--- src/rtl/bayer_black_sub_pkg.sv ---
package bayer_black_sub_pkg;

    // Canonical site order used inside the block (pattern code 0 layout):
    // index {row parity, column parity}
    localparam int unsigned SITE_CNT = 4;
    localparam logic [1:0] SITE_R  = 2'd0;
    localparam logic [1:0] SITE_GR = 2'd1;
    localparam logic [1:0] SITE_GB = 2'd2;
    localparam logic [1:0] SITE_B  = 2'd3;

    typedef struct packed {
        logic [15:0] col;
        logic [15:0] row;
    } pos_t;

    typedef struct packed {
        logic       valid;
        logic       user;
        logic       last;
        logic [9:0] data;
    } beat_t;

endpackage

--- src/rtl/bbs_position.sv ---
module bbs_position #(
    parameter int DIM_W = 16
) (
    input  logic             clk,
    input  logic             rst_n,
    input  logic             accept,
    input  logic             sof,
    input  logic [DIM_W-1:0] cfg_width,
    input  logic [DIM_W-1:0] cfg_height,
    output logic             row_par,
    output logic             col_par
);
    localparam int EXT_W = DIM_W + 1;

    typedef struct packed {
        logic [DIM_W-1:0] col;
        logic [DIM_W-1:0] row;
    } cnt_t;

    cnt_t cnt_d, cnt_q;
    logic [DIM_W-1:0] cur_col, cur_row;
    logic [EXT_W-1:0] col_inc, row_inc;

    always_comb begin
        cur_col = sof ? '0 : cnt_q.col;
        cur_row = sof ? '0 : cnt_q.row;
        col_inc = {1'b0, cur_col} + EXT_W'(1);
        row_inc = {1'b0, cur_row} + EXT_W'(1);
        cnt_d   = cnt_q;
        if (accept) begin
            if (col_inc >= {1'b0, cfg_width}) begin
                cnt_d.col = '0;
                cnt_d.row = (row_inc >= {1'b0, cfg_height}) ? '0 : row_inc[DIM_W-1:0];
            end else begin
                cnt_d.col = col_inc[DIM_W-1:0];
                cnt_d.row = cur_row;
            end
        end
        row_par = cur_row[0];
        col_par = cur_col[0];
    end

    always_ff @(posedge clk or negedge rst_n) begin
        if (!rst_n) cnt_q <= '0;
        else        cnt_q <= cnt_d;
    end

    // a start-of-frame pixel sits at column 0, so the next one is column 1
    assert_sof_restart_R6: assert property (@(posedge clk) disable iff (!rst_n)
        (accept && sof && cfg_width > DIM_W'(1))
        |=> (cnt_q.col == DIM_W'(1) && cnt_q.row == '0));

endmodule

--- src/rtl/bbs_site_pick.sv ---
module bbs_site_pick #(
    parameter int PIX_W = 10
) (
    input  logic [1:0]       pattern,
    input  logic             row_par,
    input  logic             col_par,
    input  logic [PIX_W-1:0] lvl_r,
    input  logic [PIX_W-1:0] lvl_gr,
    input  logic [PIX_W-1:0] lvl_gb,
    input  logic [PIX_W-1:0] lvl_b,
    output logic [PIX_W-1:0] level
);
    import bayer_black_sub_pkg::*;

    logic [1:0]       site;
    logic [PIX_W-1:0] lvl_tab [SITE_CNT];
    logic [PIX_W-1:0] masked  [SITE_CNT];

    // Each pattern is the base layout shifted by one row and/or column.
    assign site = {row_par ^ pattern[1], col_par ^ pattern[0]};

    assign lvl_tab[SITE_R]  = lvl_r;
    assign lvl_tab[SITE_GR] = lvl_gr;
    assign lvl_tab[SITE_GB] = lvl_gb;
    assign lvl_tab[SITE_B]  = lvl_b;

    for (genvar s = 0; s < SITE_CNT; s++) begin : g_site
        assign masked[s] = (site == 2'(s)) ? lvl_tab[s] : '0;
    end

    always_comb begin
        level = '0;
        for (int s = 0; s < SITE_CNT; s++) level = level | masked[s];
    end

endmodule

--- src/rtl/bayer_black_sub.sv ---
module bayer_black_sub #(
    parameter int PIX_W = 10,
    parameter int DIM_W = 16
) (
    input  logic             clk,
    input  logic             rst_n,
    input  logic [DIM_W-1:0] cfg_width,
    input  logic [DIM_W-1:0] cfg_height,
    input  logic [1:0]       cfg_pattern,
    input  logic [PIX_W-1:0] cfg_lvl_r,
    input  logic [PIX_W-1:0] cfg_lvl_gr,
    input  logic [PIX_W-1:0] cfg_lvl_gb,
    input  logic [PIX_W-1:0] cfg_lvl_b,
    input  logic [PIX_W-1:0] s_tdata,
    input  logic             s_tvalid,
    output logic             s_tready,
    input  logic             s_tuser,
    input  logic             s_tlast,
    output logic [PIX_W-1:0] m_tdata,
    output logic             m_tvalid,
    input  logic             m_tready,
    output logic             m_tuser,
    output logic             m_tlast
);
    localparam int DIFF_W = PIX_W + 1;

    typedef struct packed {
        logic             valid;
        logic             user;
        logic             last;
        logic [PIX_W-1:0] data;
    } stage_t;

    stage_t st_d, st_q;
    logic             accept;
    logic             row_par, col_par;
    logic [PIX_W-1:0] level;
    logic [DIFF_W-1:0] diff;
    logic [PIX_W-1:0] corrected;

    assign s_tready = !st_q.valid || m_tready;
    assign accept   = s_tvalid && s_tready;

    bbs_position #(.DIM_W(DIM_W)) u_pos (
        .clk        (clk),
        .rst_n      (rst_n),
        .accept     (accept),
        .sof        (s_tuser),
        .cfg_width  (cfg_width),
        .cfg_height (cfg_height),
        .row_par    (row_par),
        .col_par    (col_par)
    );

    bbs_site_pick #(.PIX_W(PIX_W)) u_pick (
        .pattern (cfg_pattern),
        .row_par (row_par),
        .col_par (col_par),
        .lvl_r   (cfg_lvl_r),
        .lvl_gr  (cfg_lvl_gr),
        .lvl_gb  (cfg_lvl_gb),
        .lvl_b   (cfg_lvl_b),
        .level   (level)
    );

    always_comb begin
        diff      = {1'b0, s_tdata} - {1'b0, level};
        corrected = diff[PIX_W] ? '0 : diff[PIX_W-1:0];
        st_d      = st_q;
        if (accept) begin
            st_d.valid = 1'b1;
            st_d.user  = s_tuser;
            st_d.last  = s_tlast;
            st_d.data  = corrected;
        end else if (m_tready) begin
            st_d.valid = 1'b0;
        end
    end

    always_ff @(posedge clk or negedge rst_n) begin
        if (!rst_n) st_q <= '0;
        else        st_q <= st_d;
    end

    assign m_tvalid = st_q.valid;
    assign m_tdata  = st_q.data;
    assign m_tuser  = st_q.user;
    assign m_tlast  = st_q.last;

    // output empty coming out of reset
    assert_reset_empty_R1: assert property (@(posedge clk)
        !rst_n |=> !m_tvalid);

    // a stalled output holds still
    assert_stall_hold_R8: assert property (@(posedge clk) disable iff (!rst_n)
        (m_tvalid && !m_tready)
        |=> (m_tvalid && $stable(m_tdata) && $stable(m_tuser) && $stable(m_tlast)));

    // an accepted pixel is presented on the next cycle
    assert_no_drop_R8: assert property (@(posedge clk) disable iff (!rst_n)
        accept |=> m_tvalid);

    // subtraction never raises a pixel
    assert_not_above_R2: assert property (@(posedge clk) disable iff (!rst_n)
        accept |=> (m_tdata <= $past(s_tdata)));

    // zero offsets pass pixels through unchanged
    assert_identity_R5: assert property (@(posedge clk) disable iff (!rst_n)
        (accept && cfg_lvl_r == '0 && cfg_lvl_gr == '0 && cfg_lvl_gb == '0 && cfg_lvl_b == '0)
        |=> (m_tdata == $past(s_tdata)));

endmodule

--- config.mk ---
export PLATFORM = sky130hd
export DESIGN_NAME = bayer_black_sub
export DESIGN_NICKNAME = d
export VERILOG_FILES = /design/src/rtl/bayer_black_sub_pkg.sv /design/src/rtl/bbs_position.sv /design/src/rtl/bbs_site_pick.sv /design/src/rtl/bayer_black_sub.sv
export SDC_FILE = /design/constraint.sdc
export NUM_CORES = 1
export LEC_CHECK = 0
export CORE_MARGIN = 2
export CORE_UTILIZATION = 55
export CTS_CLUSTER_DIAMETER = 100
export DETAILED_ROUTE_END_ITERATION = 8
export GPL_TIMING_DRIVEN = 0
export PLACE_DENSITY = 0.88
export SLEW_MARGIN = 20
export SYNTH_ARGS = -nofsm -noshare
export SYNTH_HDL_FRONTEND = slang
export SYNTH_SLANG_ARGS = --single-unit
--- constraint.sdc ---
create_clock -name clk -period 5.9 [get_ports clk]
set_clock_uncertainty 0.1 [all_clocks]
set_input_delay 0.885 -clock clk [delete_from_list [all_inputs] [get_ports clk]]
set_output_delay 0.885 -clock clk [all_outputs]
set_load 0.005 [all_outputs]
==> run summary, run 1 <==
Highest clock rate -> 178 MHz
Num CTS Buffers -> 5
RSZ-0062 raised after global routing -> false
Hold path start -> m_tlast
Post-route setup TNS -> 0 ns
Area leader, netlist -> dfrtp_1
Skew-Pair Late Insertion Delay -> 0.31 ns
Min cycle time layout -> 5.63 ns
Pint -> 0.000638 W
CP Max Fanout -> 10
PortBufs -> 103
Yosys reg bits -> 45
Final wirelength -> 10900 µm
Total gr overflow -> 0
Layout Nets -> 718
Root Buffer -> clkbuf_8
Setup violations, final -> 0
Yosys warns -> 0
Top cells by area, synth -> dfrtp_1, ha_1, mux4_2
Share of cells above drive strength 1 -> 6.84%
Vias in the first global route -> 4273
Global Route Usage Sum -> 27.4%
Delay-heaviest family, CP -> simple AND/OR/NAND/NOR gates
CTS Buffer Depth -> 2
Worst Setup Slack, final -> 0.272 ns
Synth cell types -> 63
Routed WL per cell -> 15.9 µm
Mapped Cells -> 473
Pin count of the biggest net entering global routing -> 29
Seq pwr share -> 39.0%
Final Hold Fails -> 0
Final Total Pwr -> 0.000951 W
Post-synth EDFFs -> 0
Via density -> 5.91
Diode count -> 0
WP buf/inv -> 3
CP Cell Sequence -> clkdlybuf4s50_1 -> clkbuf_1 -> nor2b_1 -> ha_1 -> nand4_1 -> nor3_4 -> and3_1 -> xnor2_1 -> ha_1 -> a211oi_1 -> o21ai_0 -> a211oi_1 -> o221ai_1 -> nor3_2 -> and2_1 -> buf_4 -> a32o_1
Most numerous cell in the Yosys netlist -> inv_1
Max-cap viol count -> 0
Yosys top cell area share -> 27.1%
Status -> complete, no violations
Net Sw Frac -> 32.9%
Most used DFF post-synth -> dfrtp_1
Post-synthesis sequential area ratio -> 27.1%
Postcts setup bufs -> 0
CP Capture Type -> flop
Max-slew headroom -> 32.7%
Hold/Removal Path Class -> reg -> reg
Worst path slowest cell -> clkdlybuf4s50_1
Sw power -> 0.000313 W
Worst slack at placement -> -0.152 ns
Avg Cell Area, Syn -> 8.77 µm²
Io pins -> 104
Core box area -> 7290 µm²
Peak supply drop -> 0.100 mV
Vias -> 4040
Chip height -> 90.9 µm
Routability congestion estimate -> 0.934
Synthesis-to-layout area growth -> 30.4%
H-tree depth -> 2
Critical Path Max Stage Delay -> 0.60 ns
Combinational share of power -> 40.5%
Starting DRC count in detailed routing -> 317
Slew @ Worst Pin -> 1.00 ns
Crit Reg-Reg Startpoint -> u_pos.cnt_q[0]
First-pass GRT wire length -> 18700 µm
Async S/R FF share, synth -> 100%
DP HPWL -> 8970 µm
Drt pass-1 iters -> 5
# clock sinks -> 45
Synth cell count leaders -> inv_1, nand2_1, dfrtp_1
Critical Path RT -> 6.05 ns
Worst setup path class -> in -> reg
LEAKAGE -> 2.48 nW
Post-DRT Antenna Nets -> 0
# rows -> 31
Die width -> 90.9 µm
DR DRC count -> 0
Setup crit start -> s_tuser
Worst-path clk slew -> 0.09 ns
Synthesized cell area -> 4150 µm²
CTS tree -> yes
Syn_nets -> 607
Pwr/cell area -> 176 nW/µm²
Clock power frac -> 20.5%
Hold buffer count at cts -> 0
Max Transition Viols Final -> 0
Antenna violations before repair -> 0
Initial core utilization -> 56.9%
Final period utilization -> 95.4%
Die area -> 8250 µm²
Startpoint Class -> primary input
WP data arrival -> 5.78 ns
what timing repair did:
| item | in CTS | in global routing |
|---|---|---|
| resized for setup | 0 | 1 |
| setup endpoints to repair | 0 | 14 |
| hold endpoints to repair | 0 | 0 |
worst paths after layout:
kind,endpoint,slack [ns],cells after the start
worst max-delay path,u_pos.cnt_q[5],0.27,17
worst min-delay path,m_tlast,0.39,2
worst max register to register,u_pos.cnt_q[5],1.41,15
worst min register to register,m_tlast,0.39,2
max in group asynchronous,u_pos.cnt_q[16],4.81,2
min in group asynchronous,u_pos.cnt_q[29],0.40,1
area by class of cell:
type                    instances  area (µm²)
fillers                       546        1880
plain buffers                  14        65.1
well taps                      99         124
inverters                      51         191
clock buffers                   5        68.8
multi-input cells             363        2770
repair buffers                104        1050
clock inverters                 3        17.5
flip-flops and latches         45        1130
layout by cell type, fill, tap and decap left out, types with 9 or more instances in the layout:
cell	n
nand2b_1	14
a21oi_1	17
mux4_2	10
xnor2_1	21
clkbuf_1	9
ha_1	43
nand4_1	9
nor2_1	38
dfrtp_1	45
a22o_1	15
nand3_1	14
xor2_1	13
nand2_1	48
inv_1	51
o21ai_0	21
clkdlybuf4s50_1	102
through the flow:
step	utilization (%)	std cells	hold WS (ns)	instance area [µm²]
2_1_floorplan	-	473	0.370	4150
3_3_place_gp	72.7	675	0.362	5300
4_1_cts	74.1	684	0.390	5410
3_5_place_dp	72.9	676	0.366	5320
6_report	74.2	684	0.389	5410
5_1_grt	74.2	684	0.420	5410
metal layers:
| layer | vias up | wire length, µm | track usage, % |
|---|---|---|---|
| li1 | 1924 | - | - |
| met1 | 1897 | 4330 | 31.9 |
| met5 | - | 0 | 0 |
| met4 | 0 | 136 | 6.06 |
| met3 | 21 | 866 | 5.18 |
| met2 | 198 | 5570 | 51.7 |
logic make-up after synthesis:
family | Yosys count | share of synthesized area [%]
and+or+nand+nor | 169 | 21.7
AOI/OAI and AO/OA | 102 | 17.8
buffers and inverters | 65 | 6.18
DFF | 45 | 27.1
adders and majority gates | 44 | 13.5
xor gates and xnor gates | 35 | 7.57
muxes | 13 | 6.18
power groups by stage:
| stage | Clock (W) | Combinational (W) | Sequential (W) |
|---|---|---|---|
| floorplan | 0 | 0.000213 | 0.000372 |
| global placement | 0 | 0.000371 | 0.000374 |
| detailed placement | 0 | 0.000385 | 0.000375 |
| CTS | 0.000193 | 0.000386 | 0.000370 |
| global route | 0.000205 | 0.000425 | 0.000375 |
| finish | 0.000195 | 0.000386 | 0.000370 |
registers in the layout, summed over array words and instances (netlist names):
signal,flops
m_tlast,1
m_tvalid,1
m_tdata,10
m_tuser,1
u_pos.cnt_q,32
worst register-to-register path: cells and delay by family (launching register included):
family,cells,cell delay (ns)
AOI/OAI and AO/OA,5,1.07
buffers and inverters,1,0.18
adders and majority gates,2,0.64
xor gates and xnor gates,1,0.16
and+or+nand+nor,6,1.89
DFF,1,0.39
No activity file was read; power rests on OpenSTA's default activity.
==> inputs of run 2 (changes only) <==
--- a/config.mk
+++ b/config.mk
@@ -10,7 +10,7 @@
 export CTS_CLUSTER_DIAMETER = 100
 export DETAILED_ROUTE_END_ITERATION = 8
 export GPL_TIMING_DRIVEN = 0
-export PLACE_DENSITY = 0.88
+export PLACE_DENSITY_LB_ADDON = 0.1
 export SLEW_MARGIN = 20
 export SYNTH_ARGS = -nofsm -noshare
 export SYNTH_HDL_FRONTEND = slang
==> run 2 against run 1 <==
  * Combinational power barely moved
  * Routed wire length fell by 0.17%
  * Die area unchanged
  * Via count shrank 0.59%
  * Clock power is 43% higher
  * Worst setup slack worse by 0.021 ns
  * Power is 8.6% higher
  * Final area is 1.1% higher
  * Sequential cell count is the same
  * Fmax is 0.38% lower
  * Largest cell class unchanged
  * Highest routed layer unchanged
==> run summary, run 2 (synthesis gave the netlist of run 1 again) <==
Final wirelength -> 10900 µm (-0.17%)
Peak supply drop -> 0.132 mV (+32%)
# clock sinks -> 45 (unchanged)
Startpoint Class -> primary input
Die width -> 90.9 µm (unchanged)
Root Buffer -> clkbuf_8
Status -> complete, no violations
Routability congestion estimate -> 0.861 (-7.7%)
Share of cells above drive strength 1 -> 7.18% (+0.34 points)
Chip height -> 90.9 µm (unchanged)
CTS Buffer Depth -> 2 (unchanged)
Crit-path most repeated cell -> clkbuf_1
Final Hold Fails -> 0 (unchanged)
Via density -> 5.87 (-0.59%)
Worst path slowest cell -> clkdlybuf4s50_1
# rows -> 31 (unchanged)
Io pins -> 104 (unchanged)
Layout Cells excl Fill -> 684 (unchanged)
PortBufs -> 103 (unchanged)
H-tree depth -> 2 (unchanged)
Post-DRT Antenna Nets -> 0 (unchanged)
CP Capture Type -> flop
CP Max Fanout -> 10 (unchanged)
Slew @ Worst Pin -> 0.867 ns (-0.136 ns)
DR DRC count -> 0 (unchanged)
Critical Path RT -> 6.04 ns (about the same)
Diode count -> 0 (unchanged)
Post-route setup TNS -> 0 ns (unchanged)
Antenna violations before repair -> 0 (unchanged)
Core Util, Final -> 75.0% (+0.79 points)
Worst setup path class -> in -> reg
WP data arrival -> 5.79 ns (about the same)
Skew-Pair Late Insertion Delay -> 0.30 ns (about the same)
Global Route Usage Sum -> 27.4% (+0.091 points)
CTS tree -> yes
First-pass GRT wire length -> 18600 µm (-0.33%)
Cts repair resizes -> 0 (unchanged)
Hold/Removal Path Class -> reg -> reg
Worst-path clk slew -> 0.09 ns (about the same)
Layout Nets -> 718 (unchanged)
Starting DRC count in detailed routing -> 227 (-28%)
Routed WL per cell -> 15.9 µm (-0.17%)
Highest clock rate -> 177 MHz (-0.38%)
Setup violations, final -> 0 (unchanged)
LEAKAGE -> 2.50 nW (+1.2%)
Initial core utilization -> 56.9% (unchanged)
Vias in the first global route -> 4022 (-5.9%)
Drt pass-1 iters -> 6 (+1)
Max reg flops -> 32 (unchanged)
Final period utilization -> 95.8% (+0.36 points)
Num CTS Buffers -> 5 (unchanged)
Commonest non-fill, non-tap cell in the layout -> clkdlybuf4s50_1
RSZ-0062 raised after global routing -> false
Pin count of the biggest net entering global routing -> 32 (+10%)
Max-cap viol count -> 0 (unchanged)
WHS -> 0.384 ns (-0.00476 ns)
Critical Path Max Stage Delay -> 0.68 ns (+0.08 ns)
Die area -> 8250 µm² (unchanged)
DP Cell Count -> 676 (unchanged)
DP HPWL -> 8810 µm (-1.7%)
Min cycle time layout -> 5.65 ns (+0.0214 ns)
Hold buffer count at cts -> 0 (unchanged)
Postcts setup bufs -> 0 (unchanged)
Vias -> 4016 (-0.59%)
Pwr/cell area -> 189 nW/µm² (+7.5%)
Commonest non-fill, non-tap cells in the layout -> clkdlybuf4s50_1, inv_1, nand2_1, dfrtp_1, ha_1
Max-slew headroom -> 41.9% (+9.2 points)
Largest Register -> u_pos.cnt_q
Total gr overflow -> 0 (unchanged)
CP Cell Sequence -> clkdlybuf4s50_1 -> clkbuf_1 -> clkbuf_1 -> clkbuf_1 -> buf_1 -> nor2_1 -> ha_1 -> a211oi_1 -> o21bai_1 -> o32ai_1 -> o221ai_4 -> or2_2 -> nand2_2 -> a22o_1
Top Registers -> u_pos.cnt_q: 32 flops, m_tdata: 10 flops
Core box area -> 7290 µm² (unchanged)
Max Transition Viols Final -> 0 (unchanged)
Synthesis-to-layout area growth -> 31.8%
run 2: final timing paths:
path | startpoint | depth (start not counted) | end | slack, ns
max | s_tuser | 14 | u_pos.cnt_q[12] | 0.25
min | m_tdata[0] | 1 | m_tdata[0] | 0.38
max reg2reg | u_pos.cnt_q[0] | 15 | u_pos.cnt_q[7] | 1.53
min reg2reg | m_tdata[0] | 1 | m_tdata[0] | 0.38
max in group asynchronous | rst_n | 2 | m_tdata[5] | 4.79
min in group asynchronous | rst_n | 1 | u_pos.cnt_q[29] | 0.40
run 2: cell type report:
type	count	area (µm²)
buffer	14	65.1
clock buffer	5	68.8
clock inverter	3	65.1
fill	591	1820
inverter	51	191
multi-input combinational	363	2780
sequential	45	1130
tap	99	124
timing repair buffer	104	1050
run 2: where the power goes:
group,internal [W],switching (W)
logic,0.000215,0.000169
clock network,0.000168,0.000111
registers,0.000341,0.0000284
total,0.000725,0.000308
run 2: worst max-delay path: cells and delay by family:
family / cells / cell delay (ns)
adders and majority gates: 1 / 0.30
AOI/OAI and AO/OA: 5 / 1.42
buffers and inverters: 5 / 2.48
and+or+nand+nor: 3 / 0.68
run 2: stage by stage:
stage | total power (W) | setup slack, ns | instance area [µm²]
3_3_place_gp | 0.000744 | -0.0947 | 5300
3_5_place_dp | 0.000759 | -0.133 | 5320
2_1_floorplan | 0.000586 | 1.58 | 4150
5_1_grt | 0.00110 | 0.0716 | 5470
4_1_cts | 0.00104 | 0.153 | 5450
6_report | 0.00103 | 0.250 | 5470
run 2: per-layer routing:
metal | GRT usage, % | wire length [µm]
met5 | 0 | 0
met4 | 5.30 | 142
met3 | 4.76 | 713
met2 | 48.9 | 5460
met1 | 35.1 | 4570
==> inputs of run 3 (changes only) <==
--- a/config.mk
+++ b/config.mk
@@ -5,8 +5,9 @@
 export SDC_FILE = /design/constraint.sdc
 export NUM_CORES = 1
 export LEC_CHECK = 0
+export ABC_AREA = 0
 export CORE_MARGIN = 2
-export CORE_UTILIZATION = 55
+export CORE_UTILIZATION = 51
 export CTS_CLUSTER_DIAMETER = 100
 export DETAILED_ROUTE_END_ITERATION = 8
 export GPL_TIMING_DRIVEN = 0
==> constraint.sdc (replaced) <==
create_clock -name clk -period 6.04 [get_ports clk]
set_clock_uncertainty 0.1 [all_clocks]
set_input_delay 0.906 -clock clk [delete_from_list [all_inputs] [get_ports clk]]
set_output_delay 0.906 -clock clk [all_outputs]
set_load 0.005 [all_outputs]
==> run 3 against run 2 <==
  * Global-route usage fell by 1.9 points
  * Die area rose by 7.5%
  * Worst setup slack improved by 0.19 ns
  * Routed wire length fell by 0.38%
  * Critical path depth did not move
  * Utilization fell by 5.5 points
  * Sequential power fell by 2%
  * Clock power fell by 32%
  * Largest cell class unchanged
==> run summary, run 3 (synthesis gave the netlist of run 1 again) <==
Core box area -> 7810 µm² (+7.1%)
Slew @ Worst Pin -> 0.877 ns (+0.0106 ns)
Setup violations, final -> 0 (unchanged)
CP Max Fanout -> 10 (unchanged)
Final wirelength -> 10800 µm (-0.38%)
Chip height -> 94.2 µm (+3.7%)
# rows -> 32 (+3.2%)
Design area -> 5420 µm² (-0.80%)
Layout Cells excl Fill -> 686 (+0.29%)
PortBufs -> 103 (unchanged)
First-pass GRT wire length -> 18000 µm (-3.3%)
# clock sinks -> 45 (unchanged)
Vias in the first global route -> 3947 (-1.9%)
Antenna violations before repair -> 0 (unchanged)
Final Hold Fails -> 0 (unchanged)
Max-slew headroom -> 41.2% (-0.71 points)
LEAKAGE -> 2.48 nW (-0.95%)
Layout Nets -> 718 (unchanged)
Top Registers -> u_pos.cnt_q: 32 flops, m_tdata: 10 flops
Drt pass-1 iters -> 6 (unchanged)
Min cycle time layout -> 5.60 ns
Final Total Pwr -> 0.000926 W (-10%)
Routability congestion estimate -> 0.899 (+4.4%)
Status -> complete, no violations
Share of cells above drive strength 1 -> 6.85% (-0.33 points)
Hold/Removal Path Class -> reg -> reg
WP data arrival -> 5.67 ns (-0.12 ns)
Largest Register -> u_pos.cnt_q
Die area -> 8870 µm² (+7.5%)
DP HPWL -> 8730 µm (-0.94%)
Post-DRT Antenna Nets -> 0 (unchanged)
Initial core utilization -> 53.1% (-3.8 points)
Routed WL per cell -> 15.8 µm (-0.67%)
CTS tree -> yes
Commonest non-fill, non-tap cell in the layout -> clkdlybuf4s50_1
Reg2reg setup slack -> 1.70 ns (+0.17 ns)
Highest clock rate -> 179 MHz
Via density -> 5.75 (-2.1%)
Number of fill cells -> 667 (+13%)
Vias -> 3942 (-1.8%)
Die width -> 94.2 µm (+3.7%)
Num CTS Buffers -> 5 (unchanged)
Synthesis-to-layout area growth -> 30.7%
DP Cell Count -> 679 (+0.44%)
Pwr/cell area -> 171 nW/µm² (-9.6%)
DP Area -> 5320 µm² (about the same)
H-tree depth -> 2 (unchanged)
CTS Buffer Depth -> 2 (unchanged)
Total gr overflow -> 0 (unchanged)
CP Capture Type -> flop
Critical Path RT -> 6.11 ns (+0.07 ns)
Io pins -> 104 (unchanged)
DR DRC count -> 0 (unchanged)
Pin count of the biggest net entering global routing -> 30 (-6.3%)
Max Transition Viols Final -> 0 (unchanged)
Worst-path clk slew -> 0.08 ns (about the same)
Final period utilization -> 92.6%
Worst setup path class -> in -> reg
Max-cap viol count -> 0 (unchanged)
Starting DRC count in detailed routing -> 246 (+8.4%)
Skew-Pair Late Insertion Delay -> 0.29 ns (about the same)
Root Buffer -> clkbuf_8
WHS -> 0.382 ns (-0.00269 ns)
Global Route Usage Sum -> 25.6% (-1.9 points)
Commonest non-fill, non-tap cells in the layout -> clkdlybuf4s50_1, inv_1, nand2_1, dfrtp_1, ha_1
RSZ-0062 raised after global routing -> false
Peak supply drop -> 0.111 mV (-16%)
Max reg flops -> 32 (unchanged)
Diode count -> 0 (unchanged)
Startpoint Class -> primary input
==> run 3: cell count changes in the layout (fill, tap and decap cells not counted) <==
cell,change
clkbuf_8,+1
bufinv_16,-2
clkbuf_1,+1
clkinv_2,-1
==> run 3: what timing repair did <==
item                                    4_1_cts  5_1_grt
hold buffers                                  0        0
resized for setup                             0        2
endpoints found under the setup margin        0       14
setup buffers                                 0        0
==> run 3: routing by layer <==
layer | global-route usage (%) | part of all wire (%)
met5 | 0 | 0
met4 | 7.00 | 1.2
met3 | 3.77 | 5.9
met2 | 45.5 | 51
met1 | 32.2 | 42
==> run 3: layout make-up <==
| cell class | instances | area (µm²) | share of cell area, % |
|---|---|---|---|
| Multi-Input combinational cell | 363 | 2780 | 51.3 |
| Sequential cell | 45 | 1130 | 20.8 |
| Timing Repair Buffer | 104 | 1050 | 19.3 |
| Inverter | 51 | 191 | 3.53 |
| Tap cell | 102 | 128 | 2.35 |
| Clock buffer | 7 | 86.3 | 1.59 |
| Buffer | 14 | 65.1 | 1.20 |
==> run 3: final timing paths <==
kind	start	to	depth (start not counted)
max	s_tuser	u_pos.cnt_q[23]	14
min	m_tlast	m_tlast	2
max reg2reg	u_pos.cnt_q[0]	u_pos.cnt_q[7]	15
min reg2reg	m_tlast	m_tlast	2
max in group asynchronous	rst_n	m_tdata[7]	2
min in group asynchronous	rst_n	u_pos.cnt_q[30]	1
==> run 3: report_power, final <==
| part | switching, W | total (W) | internal (W) | leakage, nW |
|---|---|---|---|---|
| logic | 0.000163 | 0.000374 | 0.000211 | 1.83 |
| registers | 0.0000286 | 0.000362 | 0.000333 | 0.606 |
| clock network | 0.0000995 | 0.000190 | 0.0000910 | 0.0443 |
| total | 0.000291 | 0.000926 | 0.000635 | 2.48 |
==> run 3: worst max-delay path, cell delays in order <==
cell	delay, ns
clkdlybuf4s50_1	0.72
clkbuf_1	0.47
clkbuf_1	0.42
clkbuf_1	0.43
buf_1	0.44
nor2_1	0.12
ha_1	0.31
a211oi_1	0.24
o21bai_1	0.10
o32ai_1	0.53
o221ai_4	0.29
buf_6	0.22
buf_2	0.18
o41ai_1	0.29
==> run 3: stage by stage <==
step           TNS [ns]  worst slack [ns]  utilization [%]
5_1_grt               0            0.0784             69.5
3_3_place_gp    -0.0302           -0.0302             68.0
3_5_place_dp      -1.21            -0.139             68.2
6_report              0             0.445             69.5
2_1_floorplan         0              1.70                -
4_1_cts               0             0.177             69.3
